[src/rtl/pxe_pkg.sv]
package pxe_pkg;
  typedef enum logic [1:0] {
    OP_STIP = 2'd0,
    OP_FILL = 2'd1,
    OP_COPY = 2'd2
  } op_kind_e;

  typedef enum logic [1:0] {
    S_IDLE = 2'd0,
    S_RUN  = 2'd1,
    S_RD   = 2'd2,
    S_WR   = 2'd3
  } seq_state_e;
endpackage

[src/rtl/pxe_cmd_decode.sv]
module pxe_cmd_decode
  import pxe_pkg::*;
#(
  parameter int PIX_AW  = 20,
  parameter int BUS_AW  = PIX_AW + 3,
  parameter int DATA_W  = 32,
  parameter int SRC_W   = 24,
  parameter int MAX_RUN = 32,
  parameter int LEN_W   = $clog2(MAX_RUN),
  parameter int CNT_W   = LEN_W + 1
) (
  input  logic              win,
  input  logic [BUS_AW-1:0] addr,
  input  logic [DATA_W-1:0] wdata,
  output logic              is_trigger,
  output op_kind_e          kind,
  output logic [PIX_AW-1:0] dst,
  output logic [PIX_AW-1:0] src,
  output logic [MAX_RUN-1:0] mask,
  output logic [CNT_W-1:0]  len
);
  localparam logic [SRC_W-1:0] FILL_CODE = {SRC_W{1'b1}};

  logic unused_bits;
  assign unused_bits = ^{addr[1:0], wdata[DATA_W-1:SRC_W+LEN_W], wdata[SRC_W-1:PIX_AW]};

  assign is_trigger = addr[2];
  assign dst        = addr[BUS_AW-1:3];
  assign src        = wdata[PIX_AW-1:0];
  assign mask       = wdata[MAX_RUN-1:0];

  always_comb begin
    if (win) begin
      len  = {1'b0, wdata[SRC_W +: LEN_W]} + CNT_W'(1);
      kind = (wdata[SRC_W-1:0] == FILL_CODE) ? OP_FILL : OP_COPY;
    end else begin
      len  = CNT_W'(MAX_RUN);
      kind = OP_STIP;
    end
  end
endmodule

[src/rtl/pxe_colour_reg.sv]
module pxe_colour_reg #(
  parameter int PIX_W = 8
) (
  input  logic             clk,
  input  logic             rst_n,
  input  logic             load,
  input  logic [PIX_W-1:0] din,
  output logic [PIX_W-1:0] q
);
  always_ff @(posedge clk) begin
    if (!rst_n)    q <= '0;
    else if (load) q <= din;
  end
endmodule

[src/rtl/pxe_sequencer.sv]
module pxe_sequencer
  import pxe_pkg::*;
#(
  parameter int PIX_AW  = 20,
  parameter int PIX_W   = 8,
  parameter int MAX_RUN = 32,
  parameter int CNT_W   = $clog2(MAX_RUN) + 1
) (
  input  logic               clk,
  input  logic               rst_n,
  input  logic               start,
  input  op_kind_e           start_kind,
  input  logic [PIX_AW-1:0]  start_dst,
  input  logic [PIX_AW-1:0]  start_src,
  input  logic [MAX_RUN-1:0] start_mask,
  input  logic [CNT_W-1:0]   start_len,
  input  logic [PIX_W-1:0]   start_colour,
  output logic               busy,
  output logic               fb_req,
  output logic               fb_we,
  output logic [PIX_AW-1:0]  fb_addr,
  output logic [PIX_W-1:0]   fb_wdata,
  input  logic [PIX_W-1:0]   fb_rdata,
  output logic               done,
  output logic [PIX_AW-1:0]  done_addr,
  output logic [CNT_W-1:0]   done_len
);
  seq_state_e          state;
  op_kind_e            kind;
  logic [PIX_AW-1:0]   dst, src;
  logic [MAX_RUN-1:0]  mask;
  logic [CNT_W-1:0]    len, idx;
  logic [PIX_W-1:0]    colour;
  logic                last;
  logic [PIX_AW-1:0]   dst_cur, src_cur;

  assign busy    = (state != S_IDLE);
  assign last    = (idx == len - CNT_W'(1));
  assign dst_cur = dst + PIX_AW'(idx);
  assign src_cur = src + PIX_AW'(idx);

  always_comb begin
    fb_req   = 1'b0;
    fb_we    = 1'b0;
    fb_addr  = dst_cur;
    fb_wdata = colour;
    unique case (state)
      S_RUN: begin
        fb_req = (kind == OP_FILL) || mask[MAX_RUN-1];
        fb_we  = 1'b1;
      end
      S_RD: begin
        fb_req  = 1'b1;
        fb_addr = src_cur;
      end
      S_WR: begin
        fb_req   = 1'b1;
        fb_we    = 1'b1;
        fb_wdata = fb_rdata;
      end
      default: ;
    endcase
  end

  always_ff @(posedge clk) begin
    if (!rst_n) begin
      state     <= S_IDLE;
      kind      <= OP_STIP;
      dst       <= '0;
      src       <= '0;
      mask      <= '0;
      len       <= '0;
      idx       <= '0;
      colour    <= '0;
      done      <= 1'b0;
      done_addr <= '0;
      done_len  <= '0;
    end else begin
      done <= 1'b0;
      unique case (state)
        S_IDLE: if (start) begin
          kind   <= start_kind;
          dst    <= start_dst;
          src    <= start_src;
          mask   <= start_mask;
          len    <= start_len;
          colour <= start_colour;
          idx    <= '0;
          state  <= (start_kind == OP_COPY) ? S_RD : S_RUN;
        end
        S_RUN: begin
          if (last) begin
            state     <= S_IDLE;
            done      <= 1'b1;
            done_addr <= dst;
            done_len  <= len;
          end else begin
            idx  <= idx + CNT_W'(1);
            mask <= mask << 1;
          end
        end
        S_RD: state <= S_WR;
        S_WR: begin
          if (last) begin
            state     <= S_IDLE;
            done      <= 1'b1;
            done_addr <= dst;
            done_len  <= len;
          end else begin
            idx   <= idx + CNT_W'(1);
            state <= S_RD;
          end
        end
        default: state <= S_IDLE;
      endcase
    end
  end

  AST_NO_RESTART_BUSY: assert property (@(posedge clk) disable iff (!rst_n)
    busy |-> !start);
  AST_DONE_ONE_CYCLE: assert property (@(posedge clk) disable iff (!rst_n)
    done |=> !done);
  AST_BUSY_FALLS_WITH_DONE: assert property (@(posedge clk) disable iff (!rst_n)
    $fell(busy) |-> done);
  AST_IDLE_QUIET: assert property (@(posedge clk) disable iff (!rst_n)
    !busy |-> !fb_req);
  AST_STIP_NO_READ: assert property (@(posedge clk) disable iff (!rst_n)
    (busy && kind == OP_STIP) |-> !(fb_req && !fb_we));
  AST_LEN_RANGE: assert property (@(posedge clk) disable iff (!rst_n)
    done |-> (done_len >= CNT_W'(1) && done_len <= CNT_W'(MAX_RUN)));
endmodule

[src/rtl/pix_stipple_blit.sv]
module pix_stipple_blit
  import pxe_pkg::*;
#(
  parameter int PIX_AW  = 20,
  parameter int PIX_W   = 8,
  parameter int DATA_W  = 32,
  parameter int SRC_W   = 24,
  parameter int MAX_RUN = 32,
  localparam int BUS_AW = PIX_AW + 3,
  localparam int CNT_W  = $clog2(MAX_RUN) + 1
) (
  input  logic              clk,
  input  logic              rst_n,
  input  logic              bus_valid,
  output logic              bus_ready,
  input  logic              bus_write,
  input  logic              bus_win,
  input  logic [BUS_AW-1:0] bus_addr,
  input  logic [DATA_W-1:0] bus_wdata,
  output logic [DATA_W-1:0] bus_rdata,
  output logic              busy,
  output logic              fb_req,
  output logic              fb_we,
  output logic [PIX_AW-1:0] fb_addr,
  output logic [PIX_W-1:0]  fb_wdata,
  input  logic [PIX_W-1:0]  fb_rdata,
  output logic              done,
  output logic [PIX_AW-1:0] done_addr,
  output logic [CNT_W-1:0]  done_len
);
  logic               is_trig, accept, colour_load, start;
  op_kind_e           dec_kind;
  logic [PIX_AW-1:0]  dec_dst, dec_src;
  logic [MAX_RUN-1:0] dec_mask;
  logic [CNT_W-1:0]   dec_len;
  logic [PIX_W-1:0]   colour;

  pxe_cmd_decode #(
    .PIX_AW(PIX_AW), .BUS_AW(BUS_AW), .DATA_W(DATA_W),
    .SRC_W(SRC_W), .MAX_RUN(MAX_RUN), .CNT_W(CNT_W)
  ) u_decode (
    .win(bus_win), .addr(bus_addr), .wdata(bus_wdata),
    .is_trigger(is_trig), .kind(dec_kind), .dst(dec_dst),
    .src(dec_src), .mask(dec_mask), .len(dec_len)
  );

  assign bus_ready   = !(bus_write && is_trig && busy);
  assign accept      = bus_valid && bus_ready && bus_write;
  assign colour_load = accept && !is_trig;
  assign start       = accept && is_trig;
  assign bus_rdata   = '0;

  pxe_colour_reg #(.PIX_W(PIX_W)) u_colour (
    .clk(clk), .rst_n(rst_n), .load(colour_load),
    .din(bus_wdata[PIX_W-1:0]), .q(colour)
  );

  pxe_sequencer #(
    .PIX_AW(PIX_AW), .PIX_W(PIX_W), .MAX_RUN(MAX_RUN), .CNT_W(CNT_W)
  ) u_seq (
    .clk(clk), .rst_n(rst_n), .start(start),
    .start_kind(dec_kind), .start_dst(dec_dst), .start_src(dec_src),
    .start_mask(dec_mask), .start_len(dec_len), .start_colour(colour),
    .busy(busy), .fb_req(fb_req), .fb_we(fb_we), .fb_addr(fb_addr),
    .fb_wdata(fb_wdata), .fb_rdata(fb_rdata),
    .done(done), .done_addr(done_addr), .done_len(done_len)
  );

  AST_COLOUR_WHILE_BUSY: assert property (@(posedge clk) disable iff (!rst_n)
    (bus_valid && bus_write && !bus_addr[2]) |-> bus_ready);
endmodule

[config.mk]
export PLATFORM = sky130hd
export DESIGN_NAME = pix_stipple_blit
export DESIGN_NICKNAME = d
export VERILOG_FILES = /design/src/rtl/pxe_pkg.sv /design/src/rtl/pxe_cmd_decode.sv /design/src/rtl/pxe_colour_reg.sv /design/src/rtl/pxe_sequencer.sv /design/src/rtl/pix_stipple_blit.sv
export SDC_FILE = /design/constraint.sdc
export NUM_CORES = 1
export LEC_CHECK = 0
export BUFFER_PORTS_ARGS = -buffer_cell sky130_fd_sc_hd__clkbuf_2
export CELL_PAD_IN_SITES_DETAIL_PLACEMENT = 0
export CELL_PAD_IN_SITES_GLOBAL_PLACEMENT = 1
export CORE_ASPECT_RATIO = 0.9
export CORE_MARGIN = 2
export CORE_UTILIZATION = 42
export CTS_CLUSTER_DIAMETER = 60
export DETAILED_ROUTE_END_ITERATION = 6
export PLACE_DENSITY = 0.92
export REMOVE_ABC_BUFFERS = 1
export SLEW_MARGIN = 40
export SYNTH_ARGS = -nofsm -noshare
export SYNTH_HDL_FRONTEND = slang
export SYNTH_SLANG_ARGS = --single-unit
[constraint.sdc]
create_clock -name clk -period 5.8 [get_ports clk]
set_clock_uncertainty 0.05 [all_clocks]
set_input_delay 0 -clock clk [delete_from_list [all_inputs] [get_ports clk]]
set_output_delay 0 -clock clk [all_outputs]
set_load 0.01 [all_outputs]
# Yosys cells after proc, flatten, opt, wreduce, memory -nomap -nowiden
# Index checks and enable logic that the tools add are counted.
# word_totals
in_bits,68
wordCells,68
register_bits,131
output_inout_bits,91
# classes
eq_ne,11
muxes,19
n_addsub,5
n_reduce_logical,21
# op_table
cell,count
$mux W32,2
$pmux W32 S2,1
$add A20 B6 Y20,2
$eq A24 B24 Y1 const B,1
$mux W20,1
$mux W6,3
$mux W2,6
$pmux W6 S2,1
$mux W8,1
$pmux W2 S4,1
$reduce_and A2 Y1,4
$add A5 B1 Y6 const B,1
$add A6 B1 Y6 const B,1
$eq A2 B2 Y1 const B,3
$eq A6 B6 Y1,1
$logic_and A1 B1 Y1,6
$ne A2 B2 Y1 const B,3
$reduce_and A3 Y1,2
$reduce_bool A2 Y1,3
$sub A6 B1 Y6 const B,1
$eq A2 B1 Y1 const B,2
$reduce_or A2 Y1,2
$logic_not A1 Y1,2
$logic_not A2 Y1,1
other kinds (4),5

# Depth between registers and ports, before layout
# Gate-level depths: netlist (run 1).
# depth
word_depth,8
depth_mapped,13
mapped_depth_nobuf,11

# Hierarchy
# From an unflattened synthesis (run 1), not the netlist that was laid out.
# unflattened
cells_unflattened,905
hier_area_um2,7627.3
# by_module_without_submodules
mod,n_inst,cells_per_inst,seq_area_each_um2,area_each_um2
pxe_sequencer,1,747,2462.4,6342.3
pxe_cmd_decode,1,97,0.0,715.7
pxe_colour_reg,1,25,160.2,301.5
pix_stipple_blit,1,36,0.0,267.8

# Worst setup path before layout (run 1)
# Ideal clock, no wire load.
# synth_timing
kind,register -> output
from,register u_seq.state[0]
to,output port fb_addr[19]
path_stages_with_launch,13
required_time_ns,5.750
path_buffers,2
arrival_time_ns,2.891
slack_ns,2.859
cell_sequence,dfxtp_1 -> nand2b_1 -> clkbuf_1 -> clkbuf_1 -> nand2_1 -> nand2_1 -> ha_1 -> o21ai_0 -> o21a_1 -> nor4_4 -> nand2_2 -> nor4_2 -> xnor2_1
# synth_between
elab_chain_len,2
# synth_lines
element,line,rtl
"start, declared",pxe_sequencer.sv:28,seq_state_e state;
"start signal, assigned",pxe_sequencer.sv:89,state <= (start_kind == OP_COPY) ? S_RD : S_RUN;
$eq A2 B2 Y1,pxe_sequencer.sv:47,unique case (state)
$mux W20,pxe_sequencer.sv:47,
"end, declared",pix_stipple_blit.sv:24,"output logic [PIX_AW-1:0] fb_addr,"
# Every way passes these cells.

# Worst setup path after layout (run 1)
# Same ends and word-level chain as after synthesis.

==> results.sh, run 1 <==
export IMPL_finalHoldViolations=0
export IMPL_status="finished, final reports clean"
export IMPL_firstDrtPassIters=5
export IMPL_post_route_cells_drive_above_1_share_pct=17.6
export IMPL_timing_final_ws_setup_ps=1720
export IMPL_reg2reg_setup_slack_ps=2590
export IMPL_crit_reg_reg_startpoint="u_seq.state[0]$_SDFFE_PN0P_"
export IMPL_hold_fix_buffer_count_after_cts=53
export IMPL_critPathKind="register to output pin"
export IMPL_start_util_pct=43.0
export IMPL_grt_max_degree=95
export IMPL_top_level_pins=159
export IMPL_die_w_um=140
export IMPL_synth_edf_count=0
export IMPL_power_switching_share_pct=23.2
export IMPL_avgRoutedWirePerCell_um=14.3
export IMPL_overall_routing_resource_usage_pct=20.5
export IMPL_post_synth_instance_area_um2=6960
export IMPL_critPathLaunchType="register"
export IMPL_n_fill_cell=1519
export IMPL_sequentialPowerShare_pct=40.4
export IMPL_finalMaxSlewViolations=0
export IMPL_rsz_0062_raised_after_global_routing="no"
export IMPL_hold_path_origin="bus_wdata[25]"
export IMPL_clock_power_share_pct=49.6
export IMPL_dp_worst_setup_slack_ps=2170
export IMPL_yosys_warnings=0
export IMPL_detailroute_via_count=6412
export IMPL_ys_async_sr_fraction_pct=0
export IMPL_worst_ep_arrival_time_ps=4030
export IMPL_worstMarginPinSlew_ps=799
export IMPL_vdd_drop_max_v=0.000234
export IMPL_syn_to_final_growth_pct=25.7
export IMPL_worst_r2r_cell_count=8
export IMPL_layout_min_cycle_time_ps=4080
export IMPL_antenna_found_initial=0
export IMPL_dp_hpwl_mm=11.5
export IMPL_timing_slew_headroom_pct=46.8
export IMPL_critical_path_sink_type="output pin"
export IMPL_postSynthAreaPerCell_um2=7.75
export IMPL_cts_sinks=131
export IMPL_worst_r2r_endpoint="u_seq.mask[9]$_SDFFE_PN0P_"
export IMPL_cts_buffers=17
export IMPL_htree_num_levels=4
export IMPL_max_cap_violations=0
export IMPL_initialDrtViolationCount=359
export IMPL_drc=0
export IMPL_globalRoute_totalOverflow=0
export IMPL_worst_path_max_fanout=21
export IMPL_power_frac_comb_pct=10.0
export IMPL_power_net_switching_w=0.000549
export IMPL_setup_viol_count_final=0
export IMPL_cts_repair_resize_count=0
export IMPL_design_final_nets=1111
export IMPL_synthCells=897
export IMPL_hold_path_class="input port to register"
export IMPL_synth_seq_cells=131
export IMPL_root_buffer="sky130_fd_sc_hd__clkbuf_16"
export IMPL_ys_seq_area_share_pct=37.7
export IMPL_design_power_total_w=0.00237
export IMPL_antenna_diode_count=0
export IMPL_p_int_w=0.00182
export IMPL_chipHeight_um=126
export IMPL_clkTransAtPathRegs_ps=60
export IMPL_whs_path_depth=5
export IMPL_synth_distinct_cells=51
export IMPL_antenna_left=0
export IMPL_port_buffers=124
export IMPL_worstPathRequired_ps=5750
export IMPL_place_congestion=0.797
export IMPL_timing_final_crit_share_pct=70.3
export IMPL_grt_first_pass_wirelength_mm=29.6
export IMPL_post_cts_setup_buffers=0
export IMPL_number_of_global_route_vias_before_repair=5985
export IMPL_insertion_delay_ps=420
export IMPL_power_static_leakage_nw=3.70
export IMPL_ctsLongestPathBuffers=2
export IMPL_floorplan_core_area_um2=16200
export IMPL_power_density_cell_area_nw_per_um2=271
export IMPL_totalNegativeSetupSlack_ps=0
export IMPL_max_freq_mhz=245
export IMPL_drt_vias_per_instance=5.12
export IMPL_floorplan_die_area_um2=17600
export IMPL_crit_path_from="u_seq.state[0]$_SDFFE_PN0P_"
export IMPL_ys_flop_type="sky130_fd_sc_hd__dfxtp_1"
export IMPL_cts_tree="built"
export IMPL_totalWireLength_mm=17.9
export IMPL_fp_row_count=44
export IMPL_hold_path_endpoint="u_seq.mask[25]$_SDFFE_PN0P_"
==> how the worst max path moves through the flow <==
stage / cells past startpoint / endpoint / slack [ps]
5_1_grt: 12 / fb_addr[12] / 1460
2_1_floorplan: 7 / u_seq.state[1]$_SDFFE_PN0P_ / 210
4_1_cts: 12 / fb_addr[12] / 1710
6_report: 11 / fb_addr[19] / 1720
3_5_place_dp: 11 / fb_addr[19] / 2170
3_3_place_gp: 11 / fb_addr[19] / 1920
==> per-layer routing <==
layer	up-vias	global-route usage, %	share of wire (%)
met5	-	0	0
met4	0	4.53	0.66
met3	10	4.75	5.1
met2	157	33.6	46
met1	2942	27.6	49
li1	3303	-	-
==> power by group through the flow <==
stage	Combinational, W	Sequential [W]	Clock, W
global placement	0.000202	0.000975	0
detailed placement	0.000205	0.000975	0
CTS	0.000235	0.000956	0.00120
global route	0.000266	0.000960	0.00124
finish	0.000237	0.000957	0.00117
floorplan	0.000123	0.000968	0
==> flip-flops by register name, summed over array words and instances (netlist names) <==
register	cells
u_seq.mask	32
u_seq.done_addr	20
u_seq.dst	20
u_seq.src	20
u_colour.q	8
u_seq.colour	8
u_seq.done_len	6
u_seq.idx	6
u_seq.len	6
u_seq.kind	2
u_seq.state	2
u_seq.done	1
==> cells by family after synthesis <==
kind of cell / Yosys count / share of synthesized area, %
buffers and inverters: 102 / 7.54
flip-flops: 131 / 37.7
AND/OR/NAND/NOR: 392 / 26.1
AO/OA/AOI/OAI: 199 / 18.1
other: 1 / 0.0539
adder cells (fa/ha/maj): 10 / 1.91
multiplexers: 34 / 5.04
XOR/XNOR: 28 / 3.53
==> critical path, stage by stage (launching register included) <==
cell                       delay (ps)
sky130_fd_sc_hd__dfxtp_1          820
sky130_fd_sc_hd__nand2b_2         600
sky130_fd_sc_hd__nand2_1          120
sky130_fd_sc_hd__nand2_1           90
sky130_fd_sc_hd__ha_1             220
sky130_fd_sc_hd__o21ai_0          140
sky130_fd_sc_hd__o21a_1           230
sky130_fd_sc_hd__nor4_4           570
sky130_fd_sc_hd__nand2_2          170
sky130_fd_sc_hd__nor4_2           340
sky130_fd_sc_hd__xnor2_1          150
sky130_fd_sc_hd__clkbuf_2         150
==> cell type report <==
class                   instances  area [µm²]  area share (%)
multi-input cells             695        3950            45.2
clock buffers                  23         508            5.81
inverters                       3        11.3           0.129
clock inverters                 9         148            1.69
well taps                     207         259            2.96
repair buffers                185        1240            14.2
flip-flops and latches        131        2620            30.0
==> layout by cell type, fill, tap and decap left out, types with 11 or more instances in the layout <==
| cell | count |
|---|---|
| sky130_fd_sc_hd__nand3_1 | 11 |
| sky130_fd_sc_hd__and3_1 | 32 |
| sky130_fd_sc_hd__dfxtp_1 | 131 |
| sky130_fd_sc_hd__a21boi_0 | 53 |
| sky130_fd_sc_hd__clkbuf_16 | 17 |
| sky130_fd_sc_hd__mux2i_1 | 26 |
| sky130_fd_sc_hd__nor2_1 | 27 |
| sky130_fd_sc_hd__nor3_1 | 23 |
| sky130_fd_sc_hd__xnor2_1 | 18 |
| sky130_fd_sc_hd__o21ai_0 | 49 |
| sky130_fd_sc_hd__clkbuf_2 | 123 |
| sky130_fd_sc_hd__conb_1 | 32 |
| sky130_fd_sc_hd__a211oi_1 | 18 |
| sky130_fd_sc_hd__nand2_1 | 227 |
| sky130_fd_sc_hd__nand4_1 | 29 |
| sky130_fd_sc_hd__dlygate4sd3_1 | 53 |
| sky130_fd_sc_hd__o21a_1 | 16 |
| sky130_fd_sc_hd__a21oi_1 | 45 |
==> through the flow <==
stage	util (%)	hold slack (ps)	area, µm²	instances
3_5_place_dp	46.5	199	7520	1167
5_1_grt	54.0	42.4	8740	1253
6_report	54.0	9.30	8740	1253
2_1_floorplan	-	39.4	6560	829
3_3_place_gp	46.4	191	7510	1167
4_1_cts	53.8	6.15	8710	1252
==> Yosys cell counts, types with 16 or more instances <==
master                     number  area share [%]
sky130_fd_sc_hd__and3_1        32             2.9
sky130_fd_sc_hd__xnor2_1       18             2.3
sky130_fd_sc_hd__a21oi_1       45             3.2
sky130_fd_sc_hd__nand4_1       29             2.6
sky130_fd_sc_hd__a211oi_1      18             1.9
sky130_fd_sc_hd__nor3_1        23             1.7
sky130_fd_sc_hd__o21a_1        16             1.7
sky130_fd_sc_hd__buf_4         32             3.5
sky130_fd_sc_hd__clkbuf_1      53             2.9
sky130_fd_sc_hd__nor2_1        28             1.5
sky130_fd_sc_hd__nand2_1      227              12
sky130_fd_sc_hd__a21boi_0      53             5.7
sky130_fd_sc_hd__dfxtp_1      131              38
sky130_fd_sc_hd__o21ai_0       49             3.5
sky130_fd_sc_hd__mux2i_1       26             3.7
(Power assumes the default switching activity.)
==> inputs of run 2 (changes only) <==
Settings changed: CORE_UTILIZATION 42 to 39, PLACE_DENSITY 0.92 to 0.87.
Clock period 5.8 ns to 3.8 ns, I/O delays scaled along.
==> run 2 against run 1 <==
- worst setup slack worse by 1400 ps
- clock power up 42%
- sequential share of layout area down 0.13 points
- critical path depth up 2
- combinational power up 56%
- hold slack better by 55 ps
- die area up 7.5%
- first-iteration DRC count up 17%
- sequential power up 53%
- via count up 1.6%
- register-to-register slack worse by 1600 ps
- routed wire length up 3.6%
- largest cell class unchanged
==> results.sh, run 2 (synthesis gave the netlist of run 1 again) <==
export IMPL_initialDrtViolationCount=421
export IMPL_max_cap_violations=0
export IMPL_finalMaxSlewViolations=0
export IMPL_rsz_0062_raised_after_global_routing="no"
export IMPL_chipHeight_um=131
export IMPL_grt_max_degree=73
export IMPL_status="finished, final reports clean"
export IMPL_most_common_layout_cells="sky130_fd_sc_hd__nand2_1, sky130_fd_sc_hd__dfxtp_1, sky130_fd_sc_hd__clkbuf_2"
export IMPL_critPathKind="register to output pin"
export IMPL_worstPathRequired_ps=3750
export IMPL_critical_path_sink_type="output pin"
export IMPL_mostFrequentLayoutCell="sky130_fd_sc_hd__nand2_1"
export IMPL_ctsLongestPathBuffers=2
export IMPL_cts_repair_resize_count=0
export IMPL_port_buffers=124
export IMPL_critPathLaunchType="register"
export IMPL_top_level_pins=159
export IMPL_timing_final_crit_share_pct=92.0
export IMPL_globalRoute_totalOverflow=0
export IMPL_hold_path_class="input port to register"
export IMPL_antenna_found_initial=0
export IMPL_setup_viol_count_final=0
export IMPL_grt_first_pass_wirelength_mm=29.4
export IMPL_drt_vias_per_instance=5.03
export IMPL_crit_reg_reg_startpoint="u_seq.len[0]$_SDFFE_PN0P_"
export IMPL_layout_cells_non_filler=1296
export IMPL_timing_critical_path_slowest_cell_delay_ps=480
export IMPL_overall_routing_resource_usage_pct=19.7
export IMPL_cts_sinks=131
export IMPL_avgRoutedWirePerCell_um=14.3
export IMPL_power_static_leakage_nw=3.70
export IMPL_worstMarginPinSlew_ps=798
export IMPL_number_of_global_route_vias_before_repair=5864
export IMPL_start_util_pct=39.6
export IMPL_detailroute_via_count=6514
export IMPL_layout_min_cycle_time_ps=3500
export IMPL_post_route_cells_drive_above_1_share_pct=18.0
export IMPL_n_fill_cell=1753
export IMPL_syn_to_final_growth_pct=26.2
export IMPL_worst_path_max_fanout=17
export IMPL_totalWireLength_mm=18.6
export IMPL_antenna_left=0
export IMPL_vdd_drop_max_v=0.000287
export IMPL_cts_tree="built"
export IMPL_hold_path_origin="rst_n"
export IMPL_drc=0
export IMPL_timing_slew_headroom_pct=46.8
export IMPL_design_final_nets=1121
export IMPL_floorplan_die_area_um2=18900
export IMPL_floorplan_core_area_um2=17600
export IMPL_antenna_diode_count=0
export IMPL_cp_slowest_cell="sky130_fd_sc_hd__nor4bb_1"
export IMPL_htree_num_levels=4
export IMPL_max_freq_mhz=286
export IMPL_fp_row_count=46
export IMPL_finish_instance_area_um2=8780
export IMPL_cell_by_cell_listing_of_the_critical_path="buf_4 -> nand2b_1 -> nand2_1 -> nand2_1 -> ha_1 -> fa_1 -> a211oi_1 -> o21ai_0 -> o221ai_1 -> nor4bb_1 -> xnor2_1 -> mux2i_1 -> clkbuf_2"
export IMPL_finalHoldViolations=0
export IMPL_cts_buffers=17
export IMPL_dpl_cell_area_um2=7630
export IMPL_worst_ep_arrival_time_ps=3450
export IMPL_place_congestion=0.773
export IMPL_largest_register_ffs=32
export IMPL_crit_path_from="u_seq.state[0]$_SDFFE_PN0P_"
export IMPL_worst_hold_slack_ps=63.9
export IMPL_die_w_um=145
export IMPL_insertion_delay_ps=420
export IMPL_dp_hpwl_mm=12.8
export IMPL_firstDrtPassIters=5
export IMPL_clkTransAtPathRegs_ps=60
export IMPL_root_buffer="sky130_fd_sc_hd__clkbuf_16"
export IMPL_crit_top_cell="sky130_fd_sc_hd__nand2_1"
export IMPL_post_place_cells=1210
export IMPL_power_density_cell_area_nw_per_um2=397
export IMPL_register_with_the_most_flip_flops="u_seq.mask"
-- run 2: changes by cell type in the layout (fill, tap and decap cells not counted), sizes merged --
cell         delta
clkinv          -1
clkinvlp        +5
bufinv          -2
buf             +9
dlygate4sd3     +1
clkbuf          -2
-- run 2: per-layer routing --
layer	up-vias	GRT usage (%)	routed length, µm
met3	10	4.70	880
met1	3025	27.4	9060
met2	160	30.9	8490
met5	-	0	0
li1	3319	-	-
met4	0	4.85	136
-- run 2: final cells by class --
type                    instances  area (µm²)  share of cell area (%)
inverters                       3        11.3                   0.128
clock inverters                11         128                    1.45
flip-flops and latches        131        2620                    29.9
multi-input cells             695        3950                    44.9
well taps                     240         300                    3.42
clock buffers                  21         480                    5.47
repair buffers                195        1290                    14.7
-- run 2: worst max-delay path: cells and delay by family, from the launching register on --
kind,cells,cell delay [ps]
fa+ha+maj,2,440
compound gates,3,690
simple gates,4,890
buf+inv,2,390
flops,1,340
xor+xnor,1,100
mux,1,160
-- run 2: final timing paths --
path,to,slack (ps),cells after the start
max,fb_addr[12],300,13
min reg2reg,u_seq.done_addr[8]$_SDFFE_PN0P_,400,2
max reg2reg,u_seq.done_addr[17]$_SDFFE_PN0P_,950,10
min,u_seq.mask[21]$_SDFFE_PN0P_,60,3
-- run 2: report_power, final --
part	switching, W	total (W)	internal [W]
combinational	0.000207	0.000369	0.000162
sequential	0.0000381	0.00146	0.00142
clock	0.000621	0.00166	0.00104
-- run 2: through the flow --
stage | util [%] | power (W) | worst slack, ps | setup TNS, ps
final | 50.0 | 0.00348 | 304 | 0
after global routing | 50.0 | 0.00363 | 17.1 | 0
after CTS | 50.0 | 0.00351 | 292 | 0
after detailed placement | 43.5 | 0.00181 | 770 | 0
after global placement | 43.5 | 0.00180 | 798 | 0
after floorplan | - | 0.00167 | -1790 | -95670
-- run 2: repair_timing --
item	4_1_cts	5_1_grt
hold endpoints to repair	87	0
hold buffers	54	0
buffers inserted	0	0
==> inputs of run 3 (changes only) <==
Settings changed: CORE_UTILIZATION 39 to 41, PLACE_DENSITY 0.87 to 0.88, RECOVER_POWER from default to 50, SYNTH_HIERARCHICAL from default to 1.
==> run 3 against run 2 <==
- the run now ends with max-capacitance violations, max-slew violations left
- largest power group unchanged
- clock-buffer cell count fell by 2
- highest routed layer unchanged
- worst setup slack got worse by 2.2 ps
- hold slack got worse by 28 ps
- clock power rose by 5%
- first-iteration DRC count fell by 3.8%
- non-clock buffer count fell by 7
- sequential cell count did not move
- largest cell class unchanged
==> results.sh, run 3 <==
export IMPL_worstPathRequired_ps=3750
export IMPL_drc=0
export IMPL_synth_distinct_cells=53
export IMPL_critPathLaunchType="register"
export IMPL_detailroute_via_count=6045
export IMPL_cp_num_buf_inv=2
export IMPL_synthMostInstantiatedCell="sky130_fd_sc_hd__nand2_1"
export IMPL_timing_critical_path_slowest_cell_delay_ps=400
export IMPL_largest_register_ffs=32
export IMPL_vdd_drop_max_v=0.000304
export IMPL_most_common_layout_cells="sky130_fd_sc_hd__nand2_1, sky130_fd_sc_hd__dfxtp_1, sky130_fd_sc_hd__clkbuf_2"
export IMPL_hold_path_class="input port to register"
export IMPL_dpl_cell_area_um2=7740
export IMPL_floorplan_core_area_um2=18300
export IMPL_cts_buffers=17
export IMPL_finalMaxSlewViolations=103
export IMPL_clkTransAtPathRegs_ps=60
export IMPL_synth_top_cells_by_count="sky130_fd_sc_hd__nand2_1, sky130_fd_sc_hd__dfxtp_1, sky130_fd_sc_hd__buf_4"
export IMPL_insertion_delay_ps=410
export IMPL_crit_reg_reg_startpoint="u_seq/state[0]$_SDFFE_PN0P_"
export IMPL_critical_path_top_delay_family="simple AND/OR/NAND/NOR gates"
export IMPL_setup_viol_count_final=0
export IMPL_fp_row_count=47
export IMPL_cell_by_cell_listing_of_the_critical_path="nand2b_1 -> buf_4 -> mux2_2 -> ha_1 -> o21ai_0 -> o21ai_0 -> nand2_1 -> nor4_1 -> xnor2_1 -> clkbuf_2"
export IMPL_worst_path_max_fanout=29
export IMPL_mostFrequentLayoutCell="sky130_fd_sc_hd__nand2_1"
export IMPL_drt_vias_per_instance=4.88
export IMPL_postSynthAreaPerCell_um2=8.43
export IMPL_die_w_um=148
export IMPL_post_route_cells_drive_above_1_share_pct=17.8
export IMPL_power_density_cell_area_nw_per_um2=409
export IMPL_hold_path_origin="bus_wdata[26]"
export IMPL_overall_routing_resource_usage_pct=18.8
export IMPL_globalRoute_totalOverflow=0
export IMPL_antenna_left=0
export IMPL_grt_first_pass_wirelength_mm=29.5
export IMPL_top_level_pins=159
export IMPL_place_congestion=0.892
export IMPL_dp_worst_setup_slack_ps=712
export IMPL_n_fill_cell=1836
export IMPL_synthCells=905
export IMPL_initialDrtViolationCount=405
export IMPL_cp_slowest_cell="sky130_fd_sc_hd__nor4_1"
export IMPL_critPathKind="register to output pin"
export IMPL_timing_final_crit_share_pct=92.1
export IMPL_totalNegativeSetupSlack_ps=0
export IMPL_ys_async_sr_fraction_pct=0
export IMPL_antenna_diode_count=0
export IMPL_ctsLongestPathBuffers=2
export IMPL_rsz_0062_raised_after_global_routing="no"
export IMPL_root_buffer="sky130_fd_sc_hd__clkbuf_16"
export IMPL_post_synth_instance_area_um2=7630
export IMPL_design_final_nets=1060
export IMPL_crit_path_from="u_seq/state[1]$_SDFFE_PN0P_"
export IMPL_htree_num_levels=4
export IMPL_finish_instance_area_um2=8800
export IMPL_firstDrtPassIters=5
export IMPL_grt_max_degree=103
export IMPL_antenna_found_initial=0
export IMPL_cts_tree="built"
export IMPL_layout_min_cycle_time_ps=3500
export IMPL_avgRoutedWirePerCell_um=14.6
export IMPL_ys_seq_area_share_pct=34.4
export IMPL_synth_seq_cells=131
export IMPL_cts_repair_resize_count=0
export IMPL_crit_top_cell="sky130_fd_sc_hd__o21ai_0"
export IMPL_finalHoldViolations=0
export IMPL_totalWireLength_mm=18.1
export IMPL_worst_ep_arrival_time_ps=3450
export IMPL_floorplan_die_area_um2=19700
export IMPL_critical_path_sink_type="output pin"
export IMPL_failing_checks="max-capacitance violations, max-slew violations"
export IMPL_timing_final_ws_setup_ps=302
export IMPL_synth_edf_count=0
export IMPL_power_static_leakage_nw=3.60
export IMPL_dp_hpwl_mm=12.4
export IMPL_layout_cells_non_filler=1240
export IMPL_syn_to_final_growth_pct=15.4
export IMPL_max_freq_mhz=286
export IMPL_synth_top_cells_by_area="sky130_fd_sc_hd__dfxtp_1, sky130_fd_sc_hd__buf_4, sky130_fd_sc_hd__nand2_1"
export IMPL_ys_flop_type="sky130_fd_sc_hd__dfxtp_1"
export IMPL_chipHeight_um=133
export IMPL_register_with_the_most_flip_flops="u_seq/mask"
export IMPL_max_cap_violations=1
export IMPL_cts_sinks=131
export IMPL_status="finished, violations left"
export IMPL_yosysTopAreaCell="sky130_fd_sc_hd__dfxtp_1"
export IMPL_timing_slew_headroom_pct=-20.1
export IMPL_yosysTopAreaCellShare_pct=34.4
export IMPL_number_of_global_route_vias_before_repair=5722
export IMPL_post_place_cells=1155
export IMPL_worstMarginPinSlew_ps=1800
export IMPL_start_util_pct=41.7
export IMPL_port_buffers=124
export IMPL_yosys_warnings=6
-- run 3: changes by cell type after synthesis, moves of 26 or more --
cell / before / now
sky130_fd_sc_hd__a21boi_0: 53 / 82
sky130_fd_sc_hd__a21oi_1: 45 / 10
sky130_fd_sc_hd__and3_1: 32 / 6
sky130_fd_sc_hd__buf_4: 32 / 106
sky130_fd_sc_hd__mux2_2: 8 / 46
sky130_fd_sc_hd__mux2i_1: 26 / 60
sky130_fd_sc_hd__nand2_1: 227 / 196
sky130_fd_sc_hd__nand3_1: 11 / 43
-- run 3: final timing paths --
kind,endpoint,slack [ps],cells after the start
setup / recovery,fb_addr[17],300,10
hold reg to reg,u_seq/mask[5]$_SDFFE_PN0P_,410,2
setup reg to reg,u_seq/idx[5]$_SDFFE_PN0P_,350,9
hold / removal,u_seq/mask[26]$_SDFFE_PN0P_,40,4
-- run 3: power breakdown --
group          internal (W)  leakage (nW)  switching, W
Sequential          0.00142          1.06     0.0000335
Combinational      0.000189          2.24      0.000217
Clock               0.00112         0.304      0.000623
-- run 3: layout make-up --
type	count	area (µm²)	area share (%)
well taps	245	307	3.48
flip-flops and latches	131	2620	29.8
clock inverters	13	181	2.06
multi-input cells	638	4060	46.2
repair buffers	188	1160	13.2
clock buffers	19	443	5.03
inverters	6	22.5	0.256
-- run 3: cell families after synthesis --
family,Yosys count,share of synthesized area (%)
other,1,0.0492
muxes,106,14.7
buffers and inverters,167,13.9
and+or+nand+nor,309,18.0
AOI/OAI and AO/OA,154,14.2
adders and majority gates,10,1.74
DFF,131,34.4
xor gates and xnor gates,27,3.10
-- run 3: repair_timing --
action                                 4_1_cts  5_1_grt
endpoints found under the hold margin       78        0
buffers inserted                             0        0
hold buffers                                53        0
-- run 3: worst register-to-register path, stage by stage (launching register included) --
cell,delay (ps)
sky130_fd_sc_hd__dfxtp_1,310
sky130_fd_sc_hd__clkbuf_1,400
sky130_fd_sc_hd__inv_1,210
sky130_fd_sc_hd__nand2_1,150
sky130_fd_sc_hd__and4b_1,260
sky130_fd_sc_hd__nand3_2,270
sky130_fd_sc_hd__clkbuf_2,940
sky130_fd_sc_hd__nand2_1,270
sky130_fd_sc_hd__or2_2,380
sky130_fd_sc_hd__mux2i_1,130
-- run 3: metrics by stage --
stage          hold slack [ps]  total power (W)  util [%]
2_1_floorplan             41.9          0.00170         -
3_3_place_gp               192          0.00184      42.3
3_5_place_dp               197          0.00185      42.3
4_1_cts                   7.09          0.00364      48.6
5_1_grt                   50.9          0.00375      48.1
6_report                  35.6          0.00360      48.1
-- run 3: routing by layer --
metal,global-route usage (%),vias up,share of wire [%]
met5,0,-,0
met2,28.9,148,45
met3,4.04,2,5.1
li1,-,3109,-
met1,27.1,2786,50
met4,4.17,0,0.35
